## src/rtl/tmr_pkg.sv

```systemverilog
package tmr_pkg;
   localparam int ADR_W = 4;

   localparam logic [ADR_W-1:0] A_FLAGS  = 4'd0;
   localparam logic [ADR_W-1:0] A_CTRL   = 4'd1;
   localparam logic [ADR_W-1:0] A_COUNT  = 4'd2;
   localparam logic [ADR_W-1:0] A_PRESC  = 4'd3;
   localparam logic [ADR_W-1:0] A_MCTL   = 4'd4;
   localparam logic [ADR_W-1:0] A_EXT    = 4'd5;
   localparam logic [ADR_W-1:0] A_PWM    = 4'd6;
   localparam logic [ADR_W-1:0] A_MATCH0 = 4'd8;

   // bit positions inside a channel's 3-bit match-action field
   localparam int MC_IRQ  = 0;
   localparam int MC_RST  = 1;
   localparam int MC_STOP = 2;

   // first bit of the output-action fields in the output register
   localparam int EXT_ACT_LSB = 4;

   typedef enum logic [1:0] {
      EXT_KEEP = 2'd0,
      EXT_CLR  = 2'd1,
      EXT_SET  = 2'd2,
      EXT_TGL  = 2'd3
   } ext_act_e;
endpackage

```

## src/rtl/tmr_prescaler.sv

```systemverilog
module tmr_prescaler #(
   parameter int PRE_W = 32
) (
   input  logic             clk,
   input  logic             rst_n,
   input  logic             run,
   input  logic             clear,
   input  logic [PRE_W-1:0] limit,
   output logic             tick
);
   logic [PRE_W-1:0] pcnt_q;
   logic             terminal;

   assign terminal = (pcnt_q >= limit);
   assign tick     = run && !clear && terminal;

   always_ff @(posedge clk or negedge rst_n) begin
      if (!rst_n) begin
         pcnt_q <= '0;
      end else if (clear) begin
         pcnt_q <= '0;
      end else if (run) begin
         pcnt_q <= terminal ? '0 : pcnt_q + 1'b1;
      end
   end
endmodule

```

## src/rtl/tmr_match_chan.sv

```systemverilog
module tmr_match_chan
   import tmr_pkg::*;
#(
   parameter int CNT_W = 32
) (
   input  logic             clk,
   input  logic             rst_n,
   input  logic             live,
   input  logic [CNT_W-1:0] count,
   input  logic             mval_we,
   input  logic [CNT_W-1:0] mval_wd,
   input  logic [2:0]       ctl,
   input  ext_act_e         act,
   input  logic             state_we,
   input  logic             state_wd,
   input  logic             flag_clr,
   output logic [CNT_W-1:0] mval,
   output logic             hit,
   output logic             flag,
   output logic             ext_q
);
   logic ext_next;

   assign hit = live && (count == mval);

   always_comb begin
      ext_next = ext_q;
      if (hit) begin
         unique case (act)
            EXT_KEEP: ext_next = ext_q;
            EXT_CLR:  ext_next = 1'b0;
            EXT_SET:  ext_next = 1'b1;
            EXT_TGL:  ext_next = ~ext_q;
         endcase
      end
   end

   always_ff @(posedge clk or negedge rst_n) begin
      if (!rst_n) begin
         mval  <= '0;
         flag  <= 1'b0;
         ext_q <= 1'b0;
      end else begin
         if (mval_we) mval <= mval_wd;
         flag  <= (flag && !flag_clr) || (hit && ctl[MC_IRQ]);
         ext_q <= state_we ? state_wd : ext_next;
      end
   end
endmodule

```

## src/rtl/tmr_pwm_bank.sv

```systemverilog
module tmr_pwm_bank #(
   parameter int CNT_W = 32,
   parameter int NPWM  = 3
) (
   input  logic [CNT_W-1:0]           count,
   input  logic [CNT_W-1:0]           period,
   input  logic [NPWM-1:0]            en,
   input  logic [NPWM-1:0][CNT_W-1:0] thr,
   output logic [NPWM-1:0]            pwm
);
   logic period_ok;
   assign period_ok = (period != '0);

   for (genvar p = 0; p < NPWM; p++) begin : g_pwm
      assign pwm[p] = en[p] && period_ok && (count >= thr[p]);
   end
endmodule

```

## src/rtl/match_pwm_timer.sv

```systemverilog
module match_pwm_timer
   import tmr_pkg::*;
#(
   parameter int CNT_W   = 32,
   parameter int PRE_W   = 32,
   parameter int NUM_CH  = 4,
   parameter int DW      = 32,
   parameter bit HAS_PWM = 1'b1
) (
   input  logic              clk,
   input  logic              rst_n,
   input  logic              reg_wr,
   input  logic [ADR_W-1:0]  reg_addr,
   input  logic [DW-1:0]     reg_wdata,
   output logic [DW-1:0]     reg_rdata,
   output logic [NUM_CH-1:0] match_out,
   output logic [NUM_CH-2:0] pwm_out,
   output logic              irq
);
   localparam int NPWM  = NUM_CH - 1;
   localparam int LAST  = NUM_CH - 1;
   localparam int MC_W  = 3 * NUM_CH;
   localparam int ACT_W = 2 * NUM_CH;

   if (NUM_CH < 2 || NUM_CH > 4) begin : g_bad_ch
      $error("NUM_CH must lie in 2..4");
   end
   if (CNT_W > DW || PRE_W > DW) begin : g_bad_w
      $error("CNT_W and PRE_W must fit in DW");
   end
   if (DW < EXT_ACT_LSB + ACT_W || DW < MC_W) begin : g_bad_dw
      $error("DW too narrow for the control fields");
   end

   logic                         en_q, crst_q;
   logic [CNT_W-1:0]             cnt_q;
   logic [PRE_W-1:0]             pre_q;
   logic [MC_W-1:0]              mctl_q;
   logic [ACT_W-1:0]             act_q;
   logic [NPWM-1:0]              pwm_q;
   logic                         live;
   logic [NUM_CH-1:0]            hit, rst_req, stop_req, flags, ext_q;
   logic [NUM_CH-1:0][CNT_W-1:0] mval_all;
   logic                         pwm_any;
   logic                         wr_flags, wr_ctrl, wr_presc, wr_mctl, wr_ext, wr_pwm;

   assign wr_flags = reg_wr && (reg_addr == A_FLAGS);
   assign wr_ctrl  = reg_wr && (reg_addr == A_CTRL);
   assign wr_presc = reg_wr && (reg_addr == A_PRESC);
   assign wr_mctl  = reg_wr && (reg_addr == A_MCTL);
   assign wr_ext   = reg_wr && (reg_addr == A_EXT);
   assign wr_pwm   = reg_wr && (reg_addr == A_PWM);
   assign pwm_any  = HAS_PWM && (|pwm_q);

   tmr_prescaler #(.PRE_W(PRE_W)) u_pre (
      .clk   (clk),
      .rst_n (rst_n),
      .run   (en_q),
      .clear (crst_q),
      .limit (pre_q),
      .tick  (live)
   );

   for (genvar c = 0; c < NUM_CH; c++) begin : g_ch
      tmr_match_chan #(.CNT_W(CNT_W)) u_ch (
         .clk      (clk),
         .rst_n    (rst_n),
         .live     (live),
         .count    (cnt_q),
         .mval_we  (reg_wr && (reg_addr == A_MATCH0 + ADR_W'(c))),
         .mval_wd  (reg_wdata[CNT_W-1:0]),
         .ctl      (mctl_q[3*c +: 3]),
         .act      (ext_act_e'(act_q[2*c +: 2])),
         .state_we (wr_ext),
         .state_wd (reg_wdata[c]),
         .flag_clr (wr_flags && reg_wdata[c]),
         .mval     (mval_all[c]),
         .hit      (hit[c]),
         .flag     (flags[c]),
         .ext_q    (ext_q[c])
      );
      if (c == LAST) begin : g_period
         assign rst_req[c] = hit[c] && (mctl_q[3*c + MC_RST] || pwm_any);
      end else begin : g_plain
         assign rst_req[c] = hit[c] && mctl_q[3*c + MC_RST];
      end
      assign stop_req[c] = hit[c] && mctl_q[3*c + MC_STOP];
   end

   if (HAS_PWM) begin : g_pwm_on
      tmr_pwm_bank #(.CNT_W(CNT_W), .NPWM(NPWM)) u_pwm (
         .count  (cnt_q),
         .period (mval_all[LAST]),
         .en     (pwm_q),
         .thr    (mval_all[NPWM-1:0]),
         .pwm    (pwm_out)
      );
   end else begin : g_pwm_off
      assign pwm_out = '0;
   end

   always_ff @(posedge clk or negedge rst_n) begin
      if (!rst_n) begin
         en_q   <= 1'b0;
         crst_q <= 1'b0;
         cnt_q  <= '0;
         pre_q  <= '0;
         mctl_q <= '0;
         act_q  <= '0;
         pwm_q  <= '0;
      end else begin
         if (crst_q)     cnt_q <= '0;
         else if (live)  cnt_q <= (|rst_req) ? '0 : cnt_q + 1'b1;

         if (wr_ctrl) begin
            en_q   <= reg_wdata[0];
            crst_q <= reg_wdata[1];
         end else if (|stop_req) begin
            en_q   <= 1'b0;
         end

         if (wr_presc) pre_q  <= reg_wdata[PRE_W-1:0];
         if (wr_mctl)  mctl_q <= reg_wdata[MC_W-1:0];
         if (wr_ext)   act_q  <= reg_wdata[EXT_ACT_LSB +: ACT_W];
         if (wr_pwm)   pwm_q  <= reg_wdata[NPWM-1:0];
      end
   end

   assign match_out = ext_q;
   assign irq       = |flags;

   always_comb begin
      reg_rdata = '0;
      case (reg_addr)
         A_FLAGS: reg_rdata[NUM_CH-1:0] = flags;
         A_CTRL:  reg_rdata[1:0]        = {crst_q, en_q};
         A_COUNT: reg_rdata[CNT_W-1:0]  = cnt_q;
         A_PRESC: reg_rdata[PRE_W-1:0]  = pre_q;
         A_MCTL:  reg_rdata[MC_W-1:0]   = mctl_q;
         A_EXT: begin
            reg_rdata[NUM_CH-1:0]              = ext_q;
            reg_rdata[EXT_ACT_LSB +: ACT_W]    = act_q;
         end
         A_PWM:   reg_rdata[NPWM-1:0]   = pwm_q;
         default: begin
            for (int c = 0; c < NUM_CH; c++) begin
               if (reg_addr == A_MATCH0 + ADR_W'(c)) reg_rdata[CNT_W-1:0] = mval_all[c];
            end
         end
      endcase
   end
endmodule

```

## config.mk

```make
export PLATFORM = sky130hd
export DESIGN_NAME = match_pwm_timer
export DESIGN_NICKNAME = d
export VERILOG_FILES = /design/src/rtl/tmr_pkg.sv /design/src/rtl/tmr_prescaler.sv /design/src/rtl/tmr_match_chan.sv /design/src/rtl/tmr_pwm_bank.sv /design/src/rtl/match_pwm_timer.sv
export SDC_FILE = /design/constraint.sdc
export NUM_CORES = 1
export LEC_CHECK = 0
export BUFFER_PORTS_ARGS = -buffer_cell sky130_fd_sc_hd__buf_2
export CAP_MARGIN = 20
export CELL_PAD_IN_SITES_DETAIL_PLACEMENT = 1
export CELL_PAD_IN_SITES_GLOBAL_PLACEMENT = 1
export CORE_MARGIN = 2
export CORE_UTILIZATION = 54
export DETAILED_ROUTE_END_ITERATION = 16
export GPL_ROUTABILITY_DRIVEN = 1
export HOLD_SLACK_MARGIN = 0.06
export PLACE_DENSITY = 0.95
export SYNTH_ARGS = -nofsm -noshare
export SYNTH_HDL_FRONTEND = slang
export SYNTH_HIERARCHICAL = 1
export SYNTH_SLANG_ARGS = --single-unit
```

## constraint.sdc

```tcl
create_clock -name clk -period 6.87 [get_ports clk]
set_input_delay 0.3435 -clock clk [delete_from_list [all_inputs] [get_ports clk]]
set_output_delay 0.3435 -clock clk [all_outputs]
set_load 0.01 [all_outputs]
```

=== Yosys cells after proc, flatten, opt, wreduce, memory -nomap -nowiden ===
Cells that the tools add are included.

* Output and inout bits: 40
* Memories: 0
* Register bits: 257
* Bits in writable memories: 0
* ROM bits: 0
* Word-level logic and storage cells: 165
* Latch bits: 0

* Div/mod/pow operators: 0
* Shifts and indexed selects: 0
* Multiplexer cells: 29
* Reductions and logical operators: 76
* $mul: 0
* $lt $le $gt $ge: 4
* Add/subtract/negate cells: 2
* Bitwise gates (word level): 4
* Eq/ne operators: 30

{| class="wikitable"
|+ Operators by type and width
! operator !! count
|-
| two-way mux 32 bit || 10
|-
| equality test 32 bit || 4
|-
| greater-or-equal comparator 32 bit || 4
|-
| adder 32 x 1 -> 32 bit (second input constant) || 2
|-
| one-hot mux 20 bit (3 select lines) || 1
|-
| logical AND 1 bit || 42
|-
| one-hot mux 8 bit (5 select lines) || 1
|-
| nonzero test 32 bit || 1
|-
| equality test 2 bit (second input constant) || 8
|-
| equality test 4 bit (second input constant) || 4
|-
| one-hot mux 2 bit (7 select lines) || 1
|-
| nonzero test 2 bit || 7
|-
| equality test 4 x 3 -> 1 bit (second input constant) || 3
|-
| one-hot mux 1 bit (3 select lines) || 4
|-
| OR reduction 4 bit || 3
|-
| two-way mux 1 bit || 10
|-
| equality test 2 x 1 -> 1 bit (second input constant) || 4
|-
| equality test 4 x 2 -> 1 bit (second input constant) || 2
|-
| zero test 2 bit || 4
|-
| != test 2 bit (second input constant) || 4
|-
| AND reduction 2 bit || 4
|-
| one-hot mux 1 bit (7 select lines) || 1
|-
| one-hot mux 1 bit (6 select lines) || 1
|-
| OR reduction 3 bit || 2
|-
| 7 further kinds || 18
|}

=== Depth between registers and ports, before layout ===
Gate-level depths: netlist of run 1.

* Depth in word-level cells: 9
* Depth in mapped cells: 18
* Depth with buffers taken out: 15

=== Hierarchy ===
Netlist of run 1, hierarchy kept.

{| class="wikitable"
|+ Modules (own cells, without submodules)
! module !! times used !! sequential area each (um^2) !! area an instance (um^2) !! cells an instance
|-
| tmr_match_chan || 4 || 850.8 || 1634.1 || 122
|-
| match_pwm_timer || 1 || 2227.1 || 5617.9 || 528
|-
| tmr_prescaler || 1 || 800.8 || 3057.9 || 371
|-
| tmr_pwm_bank || 1 || 0.0 || 2471.1 || 347
|}

=== Worst setup path before layout of run 1 ===
Ideal clock, no wire load.

* Path kind: reg-to-reg
* From: reg u_pre.pcnt_q[14]
* To: reg cnt_q[22]
* Period minus slack after synthesis: 4058 ps
* Library setup time: 137 ps
* Slack: 2812 ps
* Path buffers: 3
* Stages on the path, launching flop included: 18
* Data arrival time: 3922 ps
* Cells stage by stage: dfrtp_1 ha_1 nand4_1 nor3_1 a22oi_1 a2111o_1 buf_2 buf_2 a211oi_1 nand3_1 or3_4 inv_1 o41ai_4 nand4_1 clkbuf_1 a31oi_1 o21ai_0 o31ai_1

* Word-level cells in the longest chain between the ends: 8
* Elaborated cells between the ends (all ways): 15
* Those cells by class: order compare (1); mux (3); reduce/logical (11)

{| class="wikitable"
|+ Ends and longest elaborated chain
! item !! line !! text
|-
| start, declared || tmr_prescaler.sv:11 || <nowiki>logic [PRE_W-1:0] pcnt_q;</nowiki>
|-
| start signal, assigned || tmr_prescaler.sv:23 || <nowiki>pcnt_q <= terminal ? '0 : pcnt_q + 1'b1;</nowiki>
|-
| greater-or-equal comparator 32 bit || tmr_prescaler.sv:14 || <nowiki>assign terminal = (pcnt_q >= limit);</nowiki>
|-
| logical AND 1 bit || tmr_prescaler.sv:15 || <nowiki>assign tick = run && !clear && terminal;</nowiki>
|-
| via live || match_pwm_timer.sv:41 || <nowiki>logic live;</nowiki>
|-
| logical AND 1 bit || tmr_match_chan.sv:24 || <nowiki>assign hit = live && (count == mval);</nowiki>
|-
| via hit[3] || match_pwm_timer.sv:42 || <nowiki>logic [NUM_CH-1:0] hit, rst_req, stop_req, flags, ext_q;</nowiki>
|-
| logical AND 1 bit || match_pwm_timer.sv:83 || <nowiki>assign rst_req[c] = hit[c] && (mctl_q[3*c + MC_RST] || pwm_any);</nowiki>
|-
| OR reduction 4 bit || match_pwm_timer.sv:113 || <nowiki>else if (live) cnt_q <= (|rst_req) ? '0 : cnt_q + 1'b1;</nowiki>
|-
| two-way mux 32 bit (2 in a row) || match_pwm_timer.sv:113 ||
|-
| two-way mux 32 bit || match_pwm_timer.sv:112 || <nowiki>if (crst_q) cnt_q <= '0;</nowiki>
|-
| end signal, assigned || match_pwm_timer.sv:113 ||
|-
| end, declared || match_pwm_timer.sv:36 || <nowiki>logic [CNT_W-1:0] cnt_q;</nowiki>
|}

The timed path passes the listed nets, and every way through them passes these cells. The select of a mux whose other input is x is not followed.
A chain may end at the register's enable or synchronous reset.

=== Worst setup path in the final report of run 1 ===
* From: reg u_pre.pcnt_q[27]
* To: reg cnt_q[23]

* Word-level cells in the longest chain between the ends: 8
* Elaborated cells between the ends (all ways): 15
* Those cells by class: order compare (1); mux (3); reduce/logical (11)

{| class="wikitable"
|+ Ends and longest elaborated chain
! item !! line !! text
|-
| greater-or-equal comparator 32 bit || tmr_prescaler.sv:14 ||
|-
| logical AND 1 bit || tmr_prescaler.sv:15 ||
|-
| via live || match_pwm_timer.sv:41 ||
|-
| logical AND 1 bit || tmr_match_chan.sv:24 ||
|-
| via hit[0] || match_pwm_timer.sv:42 ||
|-
| logical AND 1 bit || match_pwm_timer.sv:85 || <nowiki>assign rst_req[c] = hit[c] && mctl_q[3*c + MC_RST];</nowiki>
|-
| OR reduction 4 bit || match_pwm_timer.sv:113 ||
|-
| two-way mux 32 bit (2 in a row) || match_pwm_timer.sv:113 ||
|-
| two-way mux 32 bit || match_pwm_timer.sv:112 ||
|}

The timed path passes the listed nets, and every way through them passes these cells. The select of a mux whose other input is x is not followed.

==> results of run 1 <==
## routing by layer
| layer | vias up | GRT usage [%] | wire length [µm] |
|---|---|---|---|
| li1 | 6500 | - | - |
| met1 | 8128 | 50.8 | 25800 |
| met2 | 1073 | 65.2 | 31900 |
| met3 | 319 | 10.7 | 7210 |
| met4 | 2 | 25.7 | 5190 |
| met5 | - | 0 | 13 |
## sequential cells by signal (all words and copies together) (netlist names)
name / count
u_pre/pcnt_q: 32
pwm_q: 3
g_ch.u_ch/flag: 4
act_q: 8
cnt_q: 32
g_ch.u_ch/mval: 128
en_q: 1
crst_q: 1
g_ch.u_ch/ext_q: 4
pre_q: 32
mctl_q: 12
## Yosys cell counts (30+ instances only)
library cell and count:
a21oi_1 77, clkbuf_1 30, dfrtp_1 257, ha_1 130, inv_1 171, mux2_2 188
nand2_1 84, nand3_1 61, nand4_1 62, nor2_1 49, nor4_1 49, o21ai_0 49
xor2_1 129
## stage by stage
step           total power, mW  worst slack, ps
2_1_floorplan             2.91             2810
3_3_place_gp              3.41             2020
3_5_place_dp              3.55             1790
4_1_cts                   5.34             1720
5_1_grt                   5.57             1610
6_report                  5.41             1740
## report_power, final
part / internal, mW / leakage, nW / switching [mW]
Combinational: 0.596 / 5.65 / 0.823
Clock: 1.08 / 0.542 / 0.696
Sequential: 1.78 / 3.25 / 0.437
## area by class of cell
cell class	count	area (µm²)
inverter	172	646
fill	3540	12700
clock inverter	12	163
sequential	257	6430
clock buffer	44	925
antenna	1	2.50
timing repair buffer	104	624
tap	442	553
multi-input combinational	1235	10300
## worst max path at each step
stage	from	to	slack (ps)
global placement	u_pre/pcnt_q[27]$_DFFE_PN0P_	cnt_q[19]$_DFFE_PN0P_	2020
detailed placement	u_pre/pcnt_q[7]$_DFFE_PN0P_	cnt_q[16]$_DFFE_PN0P_	1790
floorplan	u_pre/pcnt_q[14]$_DFFE_PN0P_	cnt_q[22]$_DFFE_PN0P_	2810
finish	u_pre/pcnt_q[27]$_DFFE_PN0P_	cnt_q[23]$_DFFE_PN0P_	1740
CTS	u_pre/pcnt_q[7]$_DFFE_PN0P_	cnt_q[14]$_DFFE_PN0P_	1720
global route	u_pre/pcnt_q[27]$_DFFE_PN0P_	cnt_q[30]$_DFFE_PN0P_	1610
## critical path, cell delays in order, from the launching register on
cell	delay, ps
dfrtp_1	470
ha_1	340
and2_1	190
a221o_1	290
a221o_1	370
nor2_8	540
a211oi_1	160
buf_2	220
nand3_1	100
or3_4	140
inv_1	70
a22oi_1	340
nand4_1	860
or4_1	800
nand3_1	120
## kinds of logic after synthesis
kind of cell	share of synthesized area, %
flip-flops	36.4
buffers and inverters	5.41
multiplexers	16.3
AO/OA/AOI/OAI	11.0
XOR/XNOR	6.88
AND/OR/NAND/NOR	14.8
adder cells (fa/ha/maj)	9.20
## timing repair
action	4_1_cts	5_1_grt
endpoints found under the hold margin	111	0
setup endpoints to repair	0	0
hold buffers	4	0
## placed cells by master, fill, tap and decap left out, types with 10 or more instances in the layout
cell,n
nor3_1,25
a21oi_1,77
mux2_2,188
inv_1,171
nor4_1,49
a21o_1,16
buf_2,78
xor2_1,129
nand3_1,61
a31oi_1,17
nand2_1,84
nor2b_1,14
dfrtp_1,257
nand2b_1,20
mux4_2,29
clkbuf_8,10
clkbuf_16,31
ha_1,130
o21ai_0,49
mux2i_1,11
nor2_1,45
buf_4,18
a22oi_1,19
nand4_1,62
xnor2_1,10
a222oi_1,21
and3_1,15
o211ai_1,19
==> results.tsv, run 1 <==
stage	metric	value	unit
timing	whs	67.0	ps
timing	relSlewSlack	22.7	%
clock_network	cts_tree	built	
pwr	p_leak	9.44	nW
placed_design	gp_congestion	1.08	
global_route	grt_max_degree	153	
placed_design	io_buffers	78	
floorplan	fp.dieW	185	µm
global_route	grt-ovfl-total	0	
yosys	synth_warnings	6	
route	via_count	16022	
min_path	hold_end	g_ch[3].u_ch/mval[19]$_DFFE_PN0P_	
floorplan	rows	66	
layout	final_nets	1970	
floorplan	start_util	54.6	%
layout	drive_gt1_share	22.3	%
floorplan	ios	79	
clock_network	cts_resized	0	
yosys	synth_top_area_share	36.4	%
layout	stdcell_area	19700	µm²
timing	worst_pin_slew	1160	ps
timing	finalHoldViolations	0	
route	drc_errors	0	
critical_path	r2r_slack	1740	ps
global_route	antenna_found_initial	3	
yosys	syn_area	17700	µm²
clock_network	cts_max_level	1	
placed_design	dp_cells	2203	
route	drt-wirelength-per-cell	30.9	µm
global_route	grt_usage	41.3	%
placed_design	placed_area	18500	µm²
critical_path	reg2reg_to	cnt_q[23]$_DFFE_PN0P_	
layout	fin_util	60.8	%
outcome	status	completed	
yosys	yosys_most_used_dff	dfrtp_1	
global_route	grt_pass1_wl	105	mm
yosys	synth-edff-count	0	
timing	rsz0062_at_grt	no	
min_path	min_from	reg_wdata[19]	
clock_network	clockBufferDepth	3	
critical_path	crit_required	7380	ps
yosys	ys_seq_elements	257	
pwr	ir_drop	0.241	mV
yosys	ys_seq_area_share	36.4	%
layout	final_cells	2267	
route	drt_pre_antenna_iters	5	
floorplan	die_y	185	µm
timing	finalClockSkew	11.8	ps
critical_path	cp_max_fo	44	
clock_network	clk_latency	590	ps
yosys	synth_top_area_cell	dfrtp_1	
yosys	synth_area_per_cell	10.2	µm²
critical_path	cp.arrival	5630	ps
floorplan	core-area	32400	µm²
floorplan	die-area	34200	µm²
critical_path	worst_r2r_path_depth	14	
route	drt-initial-drc-count	1742	
flow_run	maxCapViolCount	0	
critical_path	endpoint_kind	flip-flop	
global_route	grt_pass1_vias	16752	
route	drt_wl_total	70.1	mm
yosys	synthesis.instances	1734	
clock_network	cts_setup_buffers	0	
min_path	worstHoldPathCells	2	
clock_network	path_clk_slew	60	ps
placed_design	detailed_place_hpwl	48.6	mm
clock_network	clock-root-buffer	clkbuf_16	
critical_path	startpoint_type	flip-flop	
yosys	syn_nets	1903	
pwr	powerDensity	275	nW/µm²
yosys	synth_area_leaders	dfrtp_1 (36%), mux2_2 (12%), ha_1 (9.2%)	
critical_path	path_class	reg -> reg	
route	routed_via_density	7.07	
yosys	async_flop_share	100	%
timing	period_needed	5130	ps
min_path	hp-class	in -> reg	
clock_network	clock-sinks	257	
timing	setup_viol	0	
timing	final_max_slew_viol_count	0	
timing	fin_crit_sh	74.6	%
critical_path	r2r-start	u_pre/pcnt_q[27]$_DFFE_PN0P_	
timing	fin_tns_setup	0	ps
route	antenna_left	0	
yosys	yosysUniqueCellTypes	73	
layout	syn2layout_area_growth	11.3	%
timing	max_freq	0.195	GHz
clock_network	cts_buffers	31	
Power figures use the tool's default switching activity.
==> run 2, diff against run 1 <==
- CORE_UTILIZATION: 54 -> 45
- PLACE_DENSITY: 0.95 -> 0.86
- clock period: 6.87 -> 4.3 ns (I/O delays scaled with it)
==> results.tsv, run 2 (synthesized netlist as in run 1, its figures left out) <==
stage	metric	value	unit	change
floorplan	die-area	40900	µm²	+20%
floorplan	core-area	38700	µm²	+20%
pwr	p_comb_share	25.7	%	-0.5 points
floorplan	fp.dieW	202	µm	+9.3%
pwr	fin_total_pwr	8.57	mW	+58%
clock_network	path_clk_slew	60	ps	about the same
layout	mostFrequentLayoutCell	dfrtp_1		
floorplan	rows	72		+9.1%
timing	worst_pin_slew	1000	ps	-156 ps
critical_path	endpoint_kind	flip-flop		
timing	final_max_slew_viol_count	0		unchanged
floorplan	start_util	45.6	%	-9.0 points
placed_design	gp_congestion	1.02		-5.4%
timing	fin_ws	192	ps	-1550 ps
route	routed_via_density	6.57		-7.0%
route	antenna_left	0		unchanged
clock_network	clockBufferDepth	3		unchanged
layout	largest_reg_flops	128		unchanged
layout	fin_util	51.9	%	-8.9 points
clock_network	clk_latency	600	ps	about the same
pwr	p_leak	9.58	nW	+1.5%
timing	fin_crit_sh	95.5	%	+21 points
layout	regMostFlops	g_ch.u_ch/mval		
critical_path	cp_max_fo	19		-57%
route	drt-wirelength-per-cell	28.6	µm	-7.6%
global_route	grt_max_degree	115		-25%
route	drc_errors	0		unchanged
timing	finalClockSkew	14.2	ps	+2.41 ps
placed_design	detailed_place_hpwl	47.3	mm	-2.7%
floorplan	die_y	202	µm	+9.3%
critical_path	crit_required	4750	ps	-2630 ps
pwr	ir_drop	0.313	mV	+30%
timing	relSlewSlack	32.5	%	+9.8 points
pwr	swShare	35.7	%	-0.42 points
global_route	antenna_found_initial	4		+1
global_route	grt_pass1_vias	16318		-2.6%
placed_design	dp_slack	104	ps	-1680 ps
flow_run	maxCapViolCount	0		unchanged
clock_network	cts_max_level	1		unchanged
clock_network	clock-sinks	257		unchanged
pwr	clockPowerShare	33.0	%	+0.2 points
timing	max_freq	0.243	GHz	+25%
layout	drive_gt1_share	22.4	%	+0.064 points
outcome	status	completed		
global_route	grt-ovfl-total	0		unchanged
global_route	grt_pass1_wl	103	mm	-2.0%
critical_path	path_class	reg -> reg		
timing	period_needed	4110	ps	-1020 ps
clock_network	clock-root-buffer	clkbuf_16		
pwr	power_switching	3.06	mW	+56%
route	drt-initial-drc-count	1790		+2.8%
pwr	power_frac_seq	41.3	%	+0.3 points
pwr	intPower	5.51	mW	+59%
clock_network	cts_buffers	30		-3.2%
clock_network	cts_setup_buffers	0		unchanged
route	drt_wl_total	67.9	mm	-3.1%
global_route	grt_usage	33.3	%	-8.1 points
timing	setup_viol	0		unchanged
clock_network	cts_tree	built		
placed_design	io_buffers	78		unchanged
layout	final_nets	2004		+1.7%
route	drt_pre_antenna_iters	8		+3
timing	finalHoldViolations	0		unchanged
floorplan	ios	79		unchanged
min_path	hp-class	in -> reg		
critical_path	cp.arrival	4560	ps	-1070 ps
pwr	powerDensity	426	nW/µm²	+55%
layout	syn2layout_area_growth	13.6	%	
critical_path	startpoint_type	flip-flop		
layout	final_cell_mix	dfrtp_1 (257), mux2_2 (188), inv_1 (171)		
route	via_count	15634		-2.4%
run 2: changes by cell type in the layout (fill, tap and decap cells not counted):
cell            before  now
buf_2               78   76
nor2_1              45   44
diode_2              1    2
dlymetal6s2s_1       1    0
nor2_2               3    4
clkbuf_8            10    8
clkinvlp_4           1    2
dlygate4sd3_1        4   31
buf_4               18   29
clkbuf_1             3    4
run 2: metal layers:
metal	part of all wire [%]	GRT usage, %	vias to the layer above
li1	-	-	6585
met4	5.9	17.5	4
met3	8.4	6.14	238
met2	45	51.7	821
met1	40	44.2	7986
met5	0.035	0	-
run 2: metrics by stage:
stage / setup TNS, ps / cell area [µm²] / hold slack, ps / cells
finish: 0 / 20100 / 94.9 / 2379
detailed placement: 0 / 18700 / 382 / 2290
floorplan: 0 / 17700 / -80.6 / 1734
global route: -55.5 / 20100 / 80.8 / 2379
CTS: 0 / 20100 / 71.6 / 2377
global placement: 0 / 18700 / 375 / 2290
run 2: power by group through the flow:
stage	Sequential, mW	Combinational (mW)	Clock [mW]
floorplan	3.24	1.41	0
global placement	3.50	1.96	0
detailed placement	3.54	2.09	0
CTS	3.51	2.16	2.85
global route	3.57	2.36	2.94
finish	3.54	2.20	2.83
run 2: path summary, 6_finish.rpt:
kind,depth (start not counted),end,startpoint,slack (ps)
worst min-delay path,2,pre_q[1]$_DFFE_PN0P_,reg_wdata[1],90
max in group asynchronous,3,pre_q[23]$_DFFE_PN0P_,rst_n,2810
worst max register to register,17,cnt_q[19]$_DFFE_PN0P_,pre_q[13]$_DFFE_PN0P_,190
worst max-delay path,17,cnt_q[19]$_DFFE_PN0P_,pre_q[13]$_DFFE_PN0P_,190
min in group asynchronous,2,cnt_q[6]$_DFFE_PN0P_,rst_n,290
worst min register to register,1,g_ch[3].u_ch/flag$_DFF_PN0_,mctl_q[9]$_DFFE_PN0P_,540
run 2: what timing repair did:
action,CTS,global route
setup endpoints to repair,0,14
hold endpoints to repair,273,0
resized for setup,0,2
hold buffers,31,0
run 2: final cells by class:
cell class,count,area (µm²)
tap,518,648
inverter,172,646
multi-input combinational,1235,10300
clock buffer,43,901
fill,4300,18600
antenna,2,5.00
sequential,257,6430
clock inverter,13,170
timing repair buffer,139,955
run 2: worst max-delay path, cell delays in order (launching register included):
cell and delay [ps]:
dfrtp_1 370, inv_1 140, ha_1 330, nand4_1 200, nor3_1 270, a22oi_1 170, a2111o_1 430, a211oi_1 240
buf_4 210, nand3_1 80, or3_4 450, inv_1 180, o41ai_4 130, nand4_1 130, buf_6 210, a31oi_1 60
o21ai_0 200, o21ai_0 130
